==> config.mk <==
export PLATFORM = sky130hd
export DESIGN_NAME = swrst_merge
export DESIGN_NICKNAME = d
export VERILOG_FILES = /design/src/rtl/rstc_pkg.sv /design/src/rtl/rstc_req_bit.sv /design/src/rtl/rstc_src_cond.sv /design/src/rtl/rstc_rel_seq.sv /design/src/rtl/rstc_cause.sv /design/src/rtl/swrst_merge.sv
export SDC_FILE = /design/constraint.sdc
export NUM_CORES = 1
export LEC_CHECK = 0
export ABC_AREA = 1
export BUFFER_PORTS_ARGS = -buffer_cell sky130_fd_sc_hd__buf_2
export CORE_AREA = 2 2 39 41
export DETAILED_ROUTE_END_ITERATION = 10
export DIE_AREA = 0 0 41 43
export PLACE_DENSITY_LB_ADDON = 0.12
export SKIP_LAST_GASP = 1
export SYNTH_ARGS = -nofsm -noshare
export SYNTH_HDL_FRONTEND = slang
export SYNTH_SLANG_ARGS = --single-unit
==> constraint.sdc <==
create_clock -name clk -period 0.8 [get_ports clk]
set_input_delay 0.2 -clock clk [delete_from_list [all_inputs] [get_ports clk]]
set_output_delay 0.2 -clock clk [all_outputs]
set_load 0.03 [all_outputs]
==> src/rtl/rstc_pkg.sv <==
package rstc_pkg;
    typedef enum logic {
        SRC_REGISTERED = 1'b0,
        SRC_STRETCHED  = 1'b1
    } src_mode_e;
endpackage

==> src/rtl/rstc_req_bit.sv <==
module rstc_req_bit (
    input  logic clk,
    input  logic por_n,
    input  logic rst_n_i,
    input  logic we_i,
    input  logic wdata_i,
    output logic req_o
);
    typedef struct packed {
        logic req;
    } req_st_t;

    req_st_t cur_q, nxt_d;

    always_comb begin
        nxt_d = cur_q;
        if (!rst_n_i) begin
            nxt_d.req = 1'b0;
        end else if (we_i) begin
            nxt_d.req = wdata_i;
        end
    end

    always_ff @(posedge clk or negedge por_n) begin
        if (!por_n) begin
            cur_q <= '0;
        end else begin
            cur_q <= nxt_d;
        end
    end

    assign req_o = cur_q.req;


    req_self_clear_chk: assert property (@(posedge clk) disable iff (!por_n)
        !rst_n_i |=> !req_o);


    req_write_chk: assert property (@(posedge clk) disable iff (!por_n)
        (rst_n_i && we_i) |=> (req_o == $past(wdata_i)));
endmodule

==> src/rtl/rstc_src_cond.sv <==
module rstc_src_cond #(
    parameter rstc_pkg::src_mode_e MODE = rstc_pkg::SRC_REGISTERED,
    parameter int STRETCH = 4
) (
    input  logic clk,
    input  logic por_n,
    input  logic req_i,
    output logic src_o
);
    localparam int CW = $clog2(STRETCH + 1);

    generate
        if (MODE == rstc_pkg::SRC_REGISTERED) begin : g_reg
            typedef struct packed {
                logic smp;
            } smp_st_t;

            smp_st_t cur_q, nxt_d;

            always_comb begin
                nxt_d     = cur_q;
                nxt_d.smp = req_i;
            end

            always_ff @(posedge clk or negedge por_n) begin
                if (!por_n) begin
                    cur_q <= '0;
                end else begin
                    cur_q <= nxt_d;
                end
            end

            assign src_o = cur_q.smp;


            src_follows_req_chk: assert property (@(posedge clk) disable iff (!por_n)
                src_o |-> $past(req_i));
        end else begin : g_str
            typedef struct packed {
                logic [CW-1:0] cnt;
            } hold_st_t;

            hold_st_t cur_q, nxt_d;

            always_comb begin
                nxt_d = cur_q;
                if (cur_q.cnt != '0) begin
                    nxt_d.cnt = cur_q.cnt - 1'b1;
                end
            end

            // raw request touches only the asynchronous load of this counter
            always_ff @(posedge clk or negedge por_n or posedge req_i) begin
                if (!por_n) begin
                    cur_q <= '0;
                end else if (req_i) begin
                    cur_q.cnt <= CW'(STRETCH);
                end else begin
                    cur_q <= nxt_d;
                end
            end

            assign src_o = (cur_q.cnt != '0);


            src_hold_after_fall_chk: assert property (@(posedge clk) disable iff (!por_n)
                $fell(req_i) |-> src_o);


            src_active_with_req_chk: assert property (@(posedge clk) disable iff (!por_n)
                req_i |-> src_o);
        end
    endgenerate
endmodule

==> src/rtl/rstc_rel_seq.sv <==
module rstc_rel_seq #(
    parameter int MIN_RST = 8
) (
    input  logic clk,
    input  logic por_n,
    input  logic src_i,
    output logic rst_n_o
);
    localparam int MW = $clog2(MIN_RST + 1);

    typedef struct packed {
        logic [1:0]    sync;
        logic [MW-1:0] cnt;
        logic          rst;
    } seq_st_t;

    seq_st_t cur_q, nxt_d;
    logic    arst_n;

    assign arst_n = por_n & ~src_i;

    always_comb begin
        nxt_d      = cur_q;
        nxt_d.sync = {cur_q.sync[0], 1'b1};
        if (cur_q.cnt != MW'(MIN_RST)) begin
            nxt_d.cnt = cur_q.cnt + 1'b1;
        end
        nxt_d.rst = cur_q.sync[1] && (cur_q.cnt == MW'(MIN_RST));
    end

    always_ff @(posedge clk or negedge arst_n) begin
        if (!arst_n) begin
            cur_q <= '0;
        end else begin
            cur_q <= nxt_d;
        end
    end

    assign rst_n_o = cur_q.rst;


    release_after_quiet_chk: assert property (@(posedge clk) disable iff (!por_n)
        $rose(rst_n_o) |-> ($past(arst_n) && $past(arst_n, 2)));


    src_holds_reset_chk: assert property (@(posedge clk) disable iff (!por_n)
        src_i |-> !rst_n_o);
endmodule

==> src/rtl/rstc_cause.sv <==
module rstc_cause (
    input  logic clk,
    input  logic por_n,
    input  logic src_i,
    input  logic clr_i,
    output logic cause_o
);
    typedef struct packed {
        logic flag;
    } cause_st_t;

    cause_st_t cur_q, nxt_d;

    always_comb begin
        nxt_d = cur_q;
        if (clr_i) begin
            nxt_d.flag = 1'b0;
        end
        if (src_i) begin
            nxt_d.flag = 1'b1;
        end
    end

    always_ff @(posedge clk or negedge por_n) begin
        if (!por_n) begin
            cur_q <= '0;
        end else begin
            cur_q <= nxt_d;
        end
    end

    assign cause_o = cur_q.flag;


    cause_set_chk: assert property (@(posedge clk) disable iff (!por_n)
        src_i |=> cause_o);


    cause_sticky_chk: assert property (@(posedge clk) disable iff (!por_n)
        (cause_o && !clr_i) |=> cause_o);


    cause_clear_chk: assert property (@(posedge clk) disable iff (!por_n)
        (clr_i && !src_i) |=> !cause_o);
endmodule

==> src/rtl/swrst_merge.sv <==
module swrst_merge #(
    parameter rstc_pkg::src_mode_e MODE = rstc_pkg::SRC_REGISTERED,
    parameter int STRETCH = 4,
    parameter int MIN_RST = 8
) (
    input  logic clk,
    input  logic por_n,
    input  logic req_we,
    input  logic req_wdata,
    input  logic cause_clr,
    output logic glob_rst_n,
    output logic req_bit,
    output logic cause_flag
);
    logic src;

    rstc_req_bit u_req (
        .clk     (clk),
        .por_n   (por_n),
        .rst_n_i (glob_rst_n),
        .we_i    (req_we),
        .wdata_i (req_wdata),
        .req_o   (req_bit)
    );

    rstc_src_cond #(
        .MODE    (MODE),
        .STRETCH (STRETCH)
    ) u_cond (
        .clk   (clk),
        .por_n (por_n),
        .req_i (req_bit),
        .src_o (src)
    );

    rstc_rel_seq #(
        .MIN_RST (MIN_RST)
    ) u_seq (
        .clk     (clk),
        .por_n   (por_n),
        .src_i   (src),
        .rst_n_o (glob_rst_n)
    );

    rstc_cause u_cause (
        .clk     (clk),
        .por_n   (por_n),
        .src_i   (src),
        .clr_i   (cause_clr),
        .cause_o (cause_flag)
    );
endmodule

# After elaboration in Yosys (flattened, before gate mapping)
# Index checks and enable logic that the tools add are counted.
word_totals:
  regBits: 10
  latch_bits: 0
  ram_bits: 0
  romBits: 0
  output_inout_bits: 3
  wordCells: 18
  mem_count: 0
classes:
  add_sub_neg: 1
  n_mul: 0
  div: 0
  n_lt_le_gt_ge: 0
  n_eq_ne: 3
  n_shift: 0
  mux: 4
  bitwise_logic: 2
  n_reduce_logical: 2
op_table:
  columns: ["operator", "count"]
  rows:
  - ["$add A4 B1 Y4 const B", 1]
  - ["$eq A4 B4 Y1 const B", 1]
  - ["$mux W1", 4]
  - ["$ne A4 B4 Y1 const B", 1]
  - ["$ne A2 B2 Y1 const B", 1]
  - ["$reduce_bool A2 Y1", 1]
  - ["$and A1 B1 Y1", 1]
  - ["$logic_and A1 B1 Y1", 1]
  - ["$not A1 Y1", 1]

# Longest topological paths before layout
logic_depth:
  depth_word: 2
  ltp_mapped: 5

# Hierarchy
# A second synthesis with hierarchy kept.
unflattened:
  hier_cells: 47
  hier_area_um2: 426.7
modules_own_cells:
  columns: ["mod", "instances", "cells_per_inst", "area_per_inst_um2"]
  rows:
  - ["rstc_rel_seq", 1, 36, 319.1]
  - ["rstc_req_bit", 1, 5, 42.5]
  - ["rstc_cause", 1, 5, 40.0]
  - ["rstc_src_cond", 1, 1, 25.0]

# Worst setup path after synthesis
# OpenSTA, ideal clock, no wires.
synth_path:
  path_type: "flip-flop to flip-flop"
  start: "register u_seq.cur_q[1] (netlist name)"
  end: "register u_seq.cur_q[2] (netlist name)"
  setup_time_ns: 0.117
  t_arrival_ns: 0.864
  setup_slack_ns: -0.181
  stages_incl_launch_ff: 6
  n_path_buf: 0
  path_cell_list: "dfrtp_1 inv_1 ha_1 nand3_2 nand2_1 nand2_1"
synth_via:
  elab_chain_cells: 1
  elab_cells_between_ends: 2
  cone_classes: "add/sub: 1; eq/ne: 1"
synth_rtl:
  columns: ["element", "line_no", "text"]
  rows:
  - ["start: declaration", "rstc_rel_seq.sv:17", "seq_st_t cur_q, nxt_d;"]
  - ["start signal: assignment", "rstc_rel_seq.sv:35", "cur_q <= nxt_d;"]
  - ["$add A4 B1 Y4 / $ne A4 B4 Y1 (equally long branches)", "rstc_rel_seq.sv:26, rstc_rel_seq.sv:25", null]
# Several ways; a longest one is shown, not always the timed one.
# A chain may end at the register's enable or synchronous reset.

# Final worst setup path
layout_path:
  start: "register u_req.cur_q (netlist: u_req.req_o)"
  end: "output port req_bit"
layout_rtl:
  columns: ["element", "line_no", "text"]
  rows:
  - ["start: declaration", "rstc_req_bit.sv:13", "req_st_t cur_q, nxt_d;"]
  - ["start signal: assignment", "rstc_req_bit.sv:28", "cur_q <= nxt_d;"]
  - ["end: declaration", "swrst_merge.sv:12", "output logic req_bit,"]
# No word-level cell between the ends.

==> summary.md <==
| Metric | Value |
|---|---|
| Row cnt | `14` |
| First-pass DRT Iterations | `4` |
| Boundary pin count | `8` |
| Max Clock Skew | `0.00534 ns` |
| # port buffers | `7` |
| Commonest cells after routing, fill and taps aside | `nand2_1 (10), dfrtp_1 (9), buf_4 (8)` |
| Syn nets | `52` |
| Synth top area share | `0.597` |
| CP Buf/Inv Count | `1` |
| Final hold vios | `0` |
| Fin area | `633 um2` |
| Max cap viols | `0` |
| Achievable frequency | `998 MHz` |
| Worst slack, placed | `-0.181 ns` |
| CP top delay family | `flip-flops` |
| Horiz. Die Dim | `41 um` |
| Finish-stage setup viols | `8` |
| H-tree levels | `1` |
| Pin count of the biggest net entering global routing | `8` |
| Final Total Pwr | `0.993 mW` |
| Placed instance area | `518 um2` |
| Hold Path Class | `in -> reg` |
| Failing checks | `setup timing` |
| Core box area | `0.00138 mm2` |
| Synth Register Bits | `10` |
| Ant diodes | `0` |
| Static Leak | `0.350 nW` |
| Num CTS Buffers | `3` |
| GRT Overall Usage | `0.108` |
| Post-synthesis sequential area ratio | `0.597` |
| TNS Setup | `-1.20 ns` |
| Status | `complete, but fails checks` |
| CTS tree | `yes` |
| Worst-Skew Late Latency | `0.26 ns` |
| Grt total ovfl | `0` |
| CP endpoint kind | `output port` |
| Setup crit start kind | `flop` |
| Commonest non-fill, non-tap cell in the layout | `nand2_1` |
| Via count | `364` |
| Setup WS post-layout | `-0.202 ns` |
| Max FO, Critical Path | `2` |
| Clk root buf | `clkbuf_4` |
| DRC viols | `0` |
| GPL Wtd Cong | `0.721` |
| Hold_ws | `0.128 ns` |
| First-pass GRT wire length | `1210 um` |
| Vias in the first global route | `315` |
| Synth area leader | `dfrtp_1` |
| Clock-pin transition on the worst setup and hold timing paths | `0.06 ns` |
| Worst Path Required | `0.60 ns` |
| Die Area | `0.00176 mm2` |
| Initial antenna violation count | `0` |
| Total routed wirelength | `737 um` |
| DR iter-0 viols | `7` |
| Layout fillers | `135` |
| Routed len/inst | `8.99 um` |
| Die height | `43 um` |
| Yosys warning total | `0` |
| Layout Nets | `74` |
| Ratio of total power to cell area | `1570 mW/mm2` |
| Post-DRT Antenna Nets | `0` |
| Share of layout cells above drive strength 1 | `0.424` |
| CP max stage delay | `0.41 ns` |
| Crit-path slowest cell | `dfrtp_2` |
| Tcrit/Tclk final | `1.25` |
| Mean post-synth cell area | `9.31 um2` |
| Worst vdd ir | `1.07 mV` |
| CP cell instances | `buf_6` |
| Initial Util | `0.303` |
| Post-route minimum period | `1.00 ns` |
| Dpl hpwl | `556 um` |
| Syn Inst Count | `45` |
| Kind of critical path | `reg -> out` |
| Worst Path Arrival | `0.80 ns` |
| Clock Tree Buf Depth | `2` |
| Final Max Tran Viols | `0` |
| Synthesis-to-layout area growth | `51.0%` |
| Main area contributors after synthesis | `dfrtp_1 (60%), nand2_1 (9.0%), inv_1 (7.2%)` |
| Distinct cells, synth | `12` |
| Vias per cell | `4.44` |
| RSZ-0062 raised after global routing | `yes` |
| CTS sink cnt | `10` |
| Mapped cell area | `419 um2` |
[cell type report]
| type | count | area [um2] | share of cell area |
|---|---|---|---|
| flip-flops and latches | 10 | 251 | 0.397 |
| multi-input cells | 26 | 166 | 0.263 |
| repair buffers | 17 | 135 | 0.213 |
| inverters | 9 | 33.8 | 0.0534 |
| clock buffers | 4 | 26.3 | 0.0415 |
| well taps | 16 | 20.0 | 0.0316 |
[synthesized netlist by cell type]
cell type,count
conb_1,1
dfrtp_1,10
ha_1,2
inv_1,8
inv_2,1
nand2_1,10
nand3_1,1
nand3_2,1
nand4_1,3
nor2_1,6
o21ai_0,1
o21bai_1,1
[flip-flops by register name (all words and copies together), names as in the netlist]
name / count
u_cond.src_o: 1
u_seq.rst_n_o: 1
u_cause.cause_o: 1
u_seq.cur_q: 6
u_req.req_o: 1
[power breakdown]
group          switching (mW)  internal, mW  total, mW
clock                   0.151         0.192      0.343
sequential             0.0111         0.526      0.537
combinational          0.0572        0.0556      0.113
total                   0.220         0.773      0.993
[worst paths after layout]
| check | start | endpoint | slack, ns | cells after the start |
|---|---|---|---|---|
| setup / recovery | u_req.req_o | req_bit | -0.20 | 1 |
| hold / removal | cause_clr | u_cause.cause_o | 0.13 | 2 |
| setup reg to reg | u_seq.cur_q[1] | u_seq.cur_q[3] | -0.17 | 5 |
| hold reg to reg | u_cond.src_o | u_seq.cur_q[6] | 0.30 | 2 |
| max in group asynchronous | por_n | u_seq.cur_q[3] | 0.11 | 5 |
| min in group asynchronous | por_n | u_req.req_o | 0.28 | 2 |
[metal layers]
| layer | wire length (um) | GRT usage | vias up |
|---|---|---|---|
| met5 | 0 | 0 | - |
| met4 | 0 | 0.0200 | 0 |
| met3 | 40 | 0.0785 | 0 |
| met2 | 396 | 0.169 | 9 |
| met1 | 300 | 0.116 | 174 |
| li1 | - | - | 181 |
[through the flow]
stage                      util  std cells
after global routing      0.458         82
final                     0.458         82
after CTS                 0.433         79
after detailed placement  0.374         72
after global placement    0.374         72
after floorplan               -         45
[timing repair]
| item | 4_1_cts | 5_1_grt |
|---|---|---|
| hold endpoints to repair | 3 | 0 |
| resized for setup | 8 | 4 |
| buffers inserted | 2 | 3 |
| setup endpoints to repair | 8 | 9 |
| pin swaps | 1 | 2 |
| hold buffers | 1 | 0 |
[cell families (layout without fill, tap and decap cells)]
| logic type | Yosys count | count (layout) | synth area share |
|---|---|---|---|
| AND/OR/NAND/NOR | 21 | 21 | 0.224 |
| flip-flops | 10 | 10 | 0.597 |
| buffers and inverters | 9 | 30 | 0.0806 |
| adder cells (fa/ha/maj) | 2 | 2 | 0.0597 |
| AO/OA/AOI/OAI | 2 | 2 | 0.0298 |
| other | 1 | 1 | 0.00895 |
No activity file was read; power rests on OpenSTA's default activity.
